**config.mk**
```make
export PLATFORM = sky130hd
export DESIGN_NAME = lin_burst_rd
export DESIGN_NICKNAME = d
export VERILOG_FILES = /design/src/rtl/lbr_pkg.sv /design/src/rtl/lbr_cfg.sv /design/src/rtl/lbr_seq.sv /design/src/rtl/lbr_store.sv /design/src/rtl/lin_burst_rd.sv
export SDC_FILE = /design/constraint.sdc
export NUM_CORES = 1
export LEC_CHECK = 0
export BUFFER_PORTS_ARGS = -buffer_cell sky130_fd_sc_hd__buf_2
export CORE_UTILIZATION = 40
export CTS_CLUSTER_SIZE = 8
export DETAILED_ROUTE_END_ITERATION = 7
export GPL_ROUTABILITY_DRIVEN = 1
export PLACE_DENSITY_LB_ADDON = 0.25
export SYNTH_ARGS = -nofsm -noshare
export SYNTH_HDL_FRONTEND = slang
export SYNTH_SLANG_ARGS = --single-unit
```
**constraint.sdc**
```tcl
create_clock -name clk -period 2.6 [get_ports clk]
set_clock_uncertainty 0.15 [all_clocks]
set_input_delay 0.52 -clock clk [delete_from_list [all_inputs] [get_ports clk]]
set_output_delay 0.52 -clock clk [all_outputs]
set_load 0.1 [all_outputs]
```
**src/rtl/lbr_pkg.sv**
```systemverilog
package lbr_pkg;
  localparam int unsigned CNT_W = 5;

  // index of the final word for a length code
  function automatic logic [CNT_W-1:0] last_idx(input logic [1:0] len);
    case (len)
      2'd0:    return 5'd3;
      2'd1:    return 5'd7;
      2'd2:    return 5'd15;
      default: return 5'd31;
    endcase
  endfunction
endpackage

```
**src/rtl/lbr_cfg.sv**
```systemverilog
module lbr_cfg (
  input  logic       clk,
  input  logic       rst,
  input  logic       cfg_wr,
  input  logic       cfg_sync,
  input  logic [1:0] cfg_len,
  output logic       sync_mode,
  output logic [1:0] len
);
  always_ff @(posedge clk) begin
    if (rst) begin
      sync_mode <= 1'b0;
      len       <= 2'd0;
    end else if (cfg_wr) begin
      sync_mode <= cfg_sync;
      len       <= cfg_len;
    end
  end


  cfg_load_chk: assert property (@(posedge clk) disable iff (rst)
    cfg_wr |=> (sync_mode == $past(cfg_sync)) && (len == $past(cfg_len)));
endmodule

```
**src/rtl/lbr_seq.sv**
```systemverilog
module lbr_seq
  import lbr_pkg::*;
#(
  parameter int unsigned AW = 8
) (
  input  logic          clk,
  input  logic          rst,
  input  logic          ce_n,
  input  logic          adv_n,
  input  logic [AW-1:0] addr_in,
  input  logic          sync_mode,
  input  logic [1:0]    len,
  output logic [AW-1:0] cur_addr,
  output logic          active,
  output logic          at_last
);
  logic [CNT_W-1:0] cnt;
  logic [AW-1:0]    grp_mask;
  logic [AW-1:0]    step_addr;
  logic             done;

  assign grp_mask  = AW'(last_idx(len));
  assign step_addr = (cur_addr & ~grp_mask) | ((cur_addr + AW'(1)) & grp_mask);
  assign done      = (cnt == last_idx(len));
  assign at_last   = active & sync_mode & done;

  always_ff @(posedge clk) begin
    if (rst) begin
      active   <= 1'b0;
      cnt      <= '0;
      cur_addr <= '0;
    end else if (ce_n) begin
      active <= 1'b0;
    end else if (!sync_mode || !adv_n) begin
      cur_addr <= addr_in;
      cnt      <= '0;
      active   <= 1'b1;
    end else if (active && !done) begin
      cur_addr <= step_addr;
      cnt      <= cnt + CNT_W'(1);
    end
  end


  restart_cap_chk: assert property (@(posedge clk) disable iff (rst)
    (!ce_n && !adv_n && sync_mode) |=> (cur_addr == $past(addr_in)) && (cnt == '0) && active);


  upper_fixed_chk: assert property (@(posedge clk) disable iff (rst)
    (active && sync_mode && !ce_n && adv_n)
      |=> ((cur_addr & ~$past(grp_mask)) == ($past(cur_addr) & ~$past(grp_mask))));


  hold_last_chk: assert property (@(posedge clk) disable iff (rst)
    (at_last && !ce_n && adv_n) |=> $stable(cur_addr) && active);


  ce_abort_chk: assert property (@(posedge clk) disable iff (rst)
    ce_n |=> !active);
endmodule

```
**src/rtl/lbr_store.sv**
```systemverilog
module lbr_store #(
  parameter int unsigned AW = 8
) (
  input  logic            clk,
  input  logic [AW-1:0]   rd_addr,
  output logic [2*AW-1:0] rd_data
);
  localparam int unsigned DW    = 2 * AW;
  localparam int unsigned DEPTH = 1 << AW;

  logic [DW-1:0] rom [DEPTH];

  for (genvar g = 0; g < DEPTH; g++) begin : g_word
    assign rom[g] = {~AW'(g), AW'(g)};
  end

  always_ff @(posedge clk) rd_data <= rom[rd_addr];
endmodule

```
**src/rtl/lin_burst_rd.sv**
```systemverilog
module lin_burst_rd #(
  parameter int unsigned AW = 8
) (
  input  logic            clk,
  input  logic            rst,
  input  logic            cfg_wr,
  input  logic            cfg_sync,
  input  logic [1:0]      cfg_len,
  input  logic            ce_n,
  input  logic            adv_n,
  input  logic            oe_n,
  input  logic [AW-1:0]   addr_in,
  output logic [AW-1:0]   mem_addr,
  output logic [2*AW-1:0] dq,
  output logic            dq_oe,
  output logic            eob,
  output logic            eob_oe
);
  logic       sync_mode;
  logic [1:0] len;
  logic       active;
  logic       at_last;
  logic       d_v;
  logic       d_last;
  logic       drive;

  lbr_cfg u_cfg (
    .clk(clk), .rst(rst), .cfg_wr(cfg_wr), .cfg_sync(cfg_sync),
    .cfg_len(cfg_len), .sync_mode(sync_mode), .len(len)
  );

  lbr_seq #(.AW(AW)) u_seq (
    .clk(clk), .rst(rst), .ce_n(ce_n), .adv_n(adv_n), .addr_in(addr_in),
    .sync_mode(sync_mode), .len(len), .cur_addr(mem_addr),
    .active(active), .at_last(at_last)
  );

  lbr_store #(.AW(AW)) u_store (
    .clk(clk), .rd_addr(mem_addr), .rd_data(dq)
  );

  // flag stage aligned with the registered store read
  always_ff @(posedge clk) begin
    if (rst) begin
      d_v    <= 1'b0;
      d_last <= 1'b0;
    end else begin
      d_v    <= active & ~ce_n;
      d_last <= at_last & ~ce_n;
    end
  end

  // float controls act within the cycle
  assign drive  = d_v & ~ce_n & ~oe_n & ~rst;
  assign dq_oe  = drive;
  assign eob_oe = drive;
  assign eob    = d_last;
endmodule

```
==> impl_results.md, run 1 <==
* Die Y at between 50 and 60 µm
* Via count at 1078
* Total gr overflow at 0
* Nets at 196
* Synthesized area at 1330 µm²
* Antenna cell count at 0
* Unrepaired setup endpoints after global routing: no
* Crit path DAT at 1470 ps
* Syn_area_per_cell at between 9 and 10 µm²
* Effective utilization at floorplan at 42.7%
* Yosys warnings at 0
* Worst-Margin Slew at 556 ps
* P&R area growth vs syn at 21.8%
* Crit Path Max Fanout at 20
* Sequential Power Share at between 40 and 50%
* Worst-path clk slew at roughly 100 ps
* First-pass GRT wire length at 4.06 mm
* DP Wirelength at 1.91 mm
* Port bufs at 43
* Clk root buf: clkbuf_4
* Minimum clock period at around 2100 ps
* IO Pins at 44
* Die width at around 60 µm
* Residual DRC at 0
* Worst Path Class, Setup: in -> out
* Async SR Flop Fraction at 0%
* Post-CTS Setup Bufs at 0
* Syn_nets at 154
* Hold WC Path Type: reg -> reg
* TritonCTS clock tree: built
* CP Data Required Time at between 1500 and 2000 ps
* Max VDD drop at around 250 µV
* Distinct cell type count after synthesis at 37
* Sw Share at 38.5%
* CTS Sinks at 35
* Placeable Area at between 3000 and 4000 µm²
* Vias in the first global route at 903
* Max Fclk at 0.467 GHz
* Die area at between 3000 and 4000 µm²
* Slew Limit Fails at 0
* Total Routing Usage GR at 15.7%
* Clock tree buffer depth at 2
* Final hold slack at 234 ps
* FF+latch count, synth at 35
* Layout cells sized above 1 at 34.3%
* 1st-iter DRT viols at 19
* EDFF count, synth at 0
* Pwr Density at ~740 nW/µm²
* Sw power at 0.457 mW
* Inst Count DP at 214
* MaxCap Viol Count at 0
* Internal at 0.730 mW
* Post-CTS Hold Buffers at 0
* CTS Buf Count at 5
* Via/cell ratio at 4.86
* Final Cycle Share at between 80% and 90%
* Worst-Skew Late Latency at 330 ps
* R2R Setup Slk at slightly below 600 ps
* Synthesized instance count at 135
* Initial antenna violation count at 0
* Tot Pwr at 1.19 mW
* Sequential cell area fraction in the yosys report at 52.9%
* Post-route ant nets at 0
* Clock power share at 23.1%
* Final Non-Filler Cells at between 200 and 250
* CP Launch Type: input port
* Run status: completed
* CP Capture Type: output pin
* Final setup viols at 0
* Top_reg_cell synth: dfxtp_1
* Max transition margin at 62.6%
* Fill cell count at 325
* PostCTS Resize Cnt at 0
* Final hold vios at 0
* H-tree depth at 2
* Rows at 20
* Wirelength, routed at 2.61 mm
* Comb pwr share at 27.2%
* GP Congestion at a little over 0.8
* Detailed Routing Iterations Pass 1 at 4
* Largest net degree at the start of global routing at 21
* LEAKAGE at 0.731 nW
* Wire per inst at around 12 µm
==> critical path: stages <==
cell and delay [ps]:
buf_2 230, nor4b_4 250, buf_2 470
==> layout make-up <==
| class | count | area, µm² | share of cell area (%) |
|---|---|---|---|
| sequential | 35 | 701 | 43.4 |
| tap | 44 | 55.1 | 3.41 |
| timing repair buffer | 45 | 230 | 14.3 |
| multi-input combinational | 79 | 537 | 33.3 |
| clock inverter | 1 | 5.00 | 0.310 |
| clock buffer | 7 | 45.0 | 2.79 |
| inverter | 11 | 41.3 | 2.56 |
==> state kept, by name, indices dropped and copies added, names as in the netlist, named ones only <==
register / cells
u_store.rd_data: 16
u_seq.cnt: 5
u_seq.cur_addr: 5
u_cfg.len: 2
d_v: 1
eob: 1
u_cfg.sync_mode: 1
u_seq.active: 1
==> power by group through the flow <==
| stage | combinational (mW) | sequential, mW | clock (mW) |
|---|---|---|---|
| floorplan | 0.0912 | 0.787 | 0 |
| global placement | 0.320 | 0.601 | 0 |
| detailed placement | 0.324 | 0.603 | 0 |
| CTS | 0.324 | 0.590 | 0.286 |
| global route | 0.337 | 0.595 | 0.306 |
| finish | 0.323 | 0.590 | 0.274 |
==> final timing paths <==
check                                 start                    endpoint  cells past startpoint
setup / recovery                        rst                       dq_oe                      3
hold / removal                    flip-flop  u_store.rd_data[4]$_DFF_P_                      0
hold reg to reg                   flip-flop  u_store.rd_data[4]$_DFF_P_                      0
setup reg to reg  u_cfg.len[0]$_SDFFE_PP0P_                   flip-flop                      6
==> layout by cell type, fill, tap and decap left out, drive strengths merged, types with 2 or more instances in the layout <==
master / count
clkbuf: 7
or3: 2
buf: 45
dfxtp: 35
o31ai: 2
a21oi: 7
ha: 2
nand2: 15
mux2i: 5
a221oi: 2
nor2: 9
a31o: 2
nand3: 3
o21ai: 7
inv: 11
xor2: 2
nand4: 3
nor3: 3
a211oi: 2
==> cell usage after synthesis, types with 2 or more instances <==
cell type	count	area [µm²]
mux2i_1	5	50.1
nand2_1	15	56.3
nor2_1	8	30.0
or3_1	2	12.5
nand3_1	3	15.0
xor2_1	2	17.5
dfxtp_1	35	701
nand4_1	3	18.8
buf_4	4	30.0
a211oi_1	2	15.0
a21oi_1	7	35.0
o31ai_1	2	15.0
inv_1	11	41.3
ha_1	2	25.0
o21ai_0	6	30.0
a31o_2	2	17.5
clkbuf_1	4	15.0
nor3_1	3	15.0
==> layer usage <==
metal | GRT usage, % | up-vias | part of all wire (%)
li1 | - | 549 | -
met1 | 19.9 | 490 | 48
met2 | 23.9 | 31 | 45
met3 | 6.11 | 8 | 6.1
met4 | 5.98 | 0 | 1.5
met5 | 0 | - | 0
==> stage by stage <==
stage | cell area, µm² | TNS [ps] | util, % | setup slack (ps)
3_5_place_dp | 1560 | 0 | 50.4 | 448
3_3_place_gp | 1560 | 0 | 50.4 | 465
5_1_grt | 1610 | 0 | 52.0 | 407
6_report | 1610 | 0 | 52.0 | 457
2_1_floorplan | 1370 | -204 | - | -204
4_1_cts | 1610 | 0 | 52.0 | 445
==> cells by family after synthesis <==
family,Yosys count,synth area share (%)
AND/OR/NAND/NOR,42,15.4
flip-flops,35,52.9
adder cells (fa/ha/maj),2,1.89
AO/OA/AOI/OAI,28,17.0
buffers and inverters,21,7.74
multiplexers,5,3.78
XOR/XNOR,2,1.32
Power figures use the tool's default switching activity.
==> run 2: changes to the inputs <==
Settings changed: ABC_AREA set to 1.
Clock period 2.6 ns to 2.16 ns, I/O delays scaled along.
==> run 2 against run 1 <==
Net effect: first-iteration DRC count grew to 2.9 times the previous value; clock-buffer cell count is 2 lower; combinational power increased by 30%; via count up 10%; critical path type is now reg -> out.
==> impl_results.md, run 2 <==
* Run status: completed
* Synthesized instance count at 165 (+22%)
* Top Registers: u_store.rd_data (16), u_seq.cnt (5), u_seq.cur_addr (5)
* Hold WC Path Type: in -> reg
* Distinct cell type count after synthesis at 19 (-49%)
* Worst Path Class, Setup: reg -> out
* Die area at 3510 µm² (-0.92%)
* Vias in the first global route at 1063 (+18%)
* Layout cells sized above 1 at 28.0% (-6.3 points)
* Max transition margin at 67.5% (+4.9 points)
* Clock tree buffer depth at 2 (unchanged)
* Antenna cell count at 0 (unchanged)
* CP Launch Type: flip-flop
* Fill cell count at 311 (-4.3%)
* Sequential cell area fraction in the yosys report at 53.4% (+0.50 points)
* Syn_area_per_cell at 7.95 µm² (-19%)
* CTS Buf Count at 5 (unchanged)
* Detailed Routing Iterations Pass 1 at 4 (unchanged)
* Total Routing Usage GR at 16.6% (+0.95 points)
* Nets at 229 (+17%)
* Initial antenna violation count at 0 (unchanged)
* Wire per inst at 10.4 µm (-11%)
* Largest net degree at the start of global routing at 16 (-24%)
* Residual DRC at 0 (unchanged)
* Effective utilization at floorplan at 42.6% (-0.059 points)
* Largest Register: u_store.rd_data
* Worst-Skew Late Latency at 330 ps (about the same)
* Slew Limit Fails at 0 (unchanged)
* FF+latch count, synth at 35 (unchanged)
* Syn_nets at 184 (+19%)
* Slowest stage delay, CP at 470 ps (about the same)
* Worst-Margin Slew at 490 ps (-65.7 ps)
* Post-route ant nets at 0 (unchanged)
* Synthesized area at 1310 µm² (-0.94%)
* Post-CTS Hold Buffers at 0 (unchanged)
* Final Non-Filler Cells at 255 (+15%)
* Pwr Density at 961 nW/µm² (+31%)
* Clk root buf: clkbuf_4
* Top post-synthesis cells by area: dfxtp_1 (53%), nand2_1 (9.2%), nor2_1 (7.1%)
* Die Y at 59.3 µm (-0.46%)
* Max VDD drop at 338 µV (+33%)
* Fin Setup TNS at 0 ps (unchanged)
* Total gr overflow at 0 (unchanged)
* Port bufs at 43 (unchanged)
* Share of the synthesized area in the top cell type at 53.4% (+0.50 points)
* Commonest non-fill, non-tap cell in the layout: buf_2
* Final hold vios at 0 (unchanged)
* First-pass GRT wire length at 4.33 mm (+6.6%)
* Post-CTS Setup Bufs at 0 (unchanged)
* Slowest stage cell, crit path: buf_2
* Yosys warnings at 0 (unchanged)
* Max Fclk at 0.543 GHz
* P&R area growth vs syn at 26.8%
* Top post-synthesis cells by count: dfxtp_1 (35), nand2_1 (32), nor2_1 (25)
* Inst Count DP at 247 (+15%)
* IO Pins at 44 (unchanged)
* Commonest cells after routing, fill and taps aside: buf_2 (41), dfxtp_1 (35), nand2_1 (32)
* Unrepaired setup endpoints after global routing: no
* Async SR Flop Fraction at 0% (unchanged)
* Final setup viols at 0 (unchanged)
* CP Cell Sequence: buf_2
* CP top delay family: buffers and inverters
* Tot Pwr at 1.60 mW (+35%)
* Placeable Area at 3080 µm² (-0.81%)
* Top_reg_cell synth: dfxtp_1
* Crit path DAT at 1260 ps (-210 ps)
* Die width at 59.3 µm (-0.46%)
* Via count at 1187 (+10%)
* Wirelength, routed at 2.66 mm (+2.2%)
* Minimum clock period at 1840 ps
* Rows at 20 (unchanged)
* DP Wirelength at 2.05 mm (+7.1%)
* TritonCTS clock tree: built
* MaxCap Viol Count at 0 (unchanged)
* Final Cycle Share at 85.3%
* LEAKAGE at 0.782 nW (+7.0%)
* CP Data Required Time at 1580 ps (-350 ps)
* CP Capture Type: output pin
* 1st-iter DRT viols at 56 (+37)
* CTS Sinks at 35 (unchanged)
* Via/cell ratio at 4.65 (-4.1%)
* Worst path buffer plus inverter count at 1 (-1)
* GP Congestion at 0.877 (+8.8%)
* Count leader, synth: dfxtp_1
* PostCTS Resize Cnt at 0 (unchanged)
* Area leader, netlist: dfxtp_1
* Worst-path clk slew at 110 ps (about the same)
* Largest register FFs at 16 (unchanged)
* EDFF count, synth at 0 (unchanged)
* H-tree depth at 2 (unchanged)
* Crit Path Max Fanout at 7 (-65%)
[run 2: cell families after synthesis]
group           count (synthesis)  synth area share, %
simple gates                   75                 24.6
flops                          35                 53.4
buf+inv                        26                 9.15
compound gates                 25                 9.63
xor+xnor                        2                 1.33
fa+ha+maj                       2                 1.91
[run 2: final cells by class]
class | instances | area [µm²] | area share [%]
multi-input combinational | 104 | 499 | 30.0
inverter | 20 | 75.1 | 4.51
tap | 44 | 55.1 | 3.31
sequential | 35 | 701 | 42.1
clock inverter | 3 | 43.8 | 2.63
clock buffer | 5 | 37.5 | 2.26
timing repair buffer | 44 | 253 | 15.2
[run 2: where the power goes]
part           switching, mW  internal, mW
Combinational          0.355        0.0648
Clock                  0.221         0.244
Sequential            0.0251         0.689
[run 2: metal layers]
| metal | part of all wire (%) | vias to the layer above | track usage, % |
|---|---|---|---|
| li1 | - | 610 | - |
| met5 | 0 | - | 0 |
| met4 | 1.6 | 0 | 10.9 |
| met1 | 45 | 532 | 20.9 |
| met2 | 48 | 41 | 24.9 |
| met3 | 5.5 | 4 | 4.59 |
[run 2: per-stage QoR]
step / util (%) / hold WS, ps / setup WS, ps / instance area (µm²)
CTS: 54.1 / 146 / 295 / 1660
global route: 54.1 / 159 / 217 / 1660
global placement: 51.4 / 204 / 366 / 1580
detailed placement: 51.4 / 214 / 217 / 1580
floorplan: - / 201 / 15.1 / 1330
finish: 54.1 / 161 / 318 / 1660
[run 2: path summary, 6_finish.rpt]
path	startpoint	endpoint	slack, ps	cells past startpoint
worst max register to register	u_cfg.sync_mode$_SDFFE_PP0P_	flip-flop	390	8
worst min-delay path	rst	u_seq.cnt[0]$_SDFFE_PP0P_	160	2
worst min register to register	u_seq.cur_addr[7]$_SDFFE_PP0P_	u_store.rd_data[7]$_DFF_P_	220	0
worst max-delay path	flip-flop	mem_addr[2]	320	1
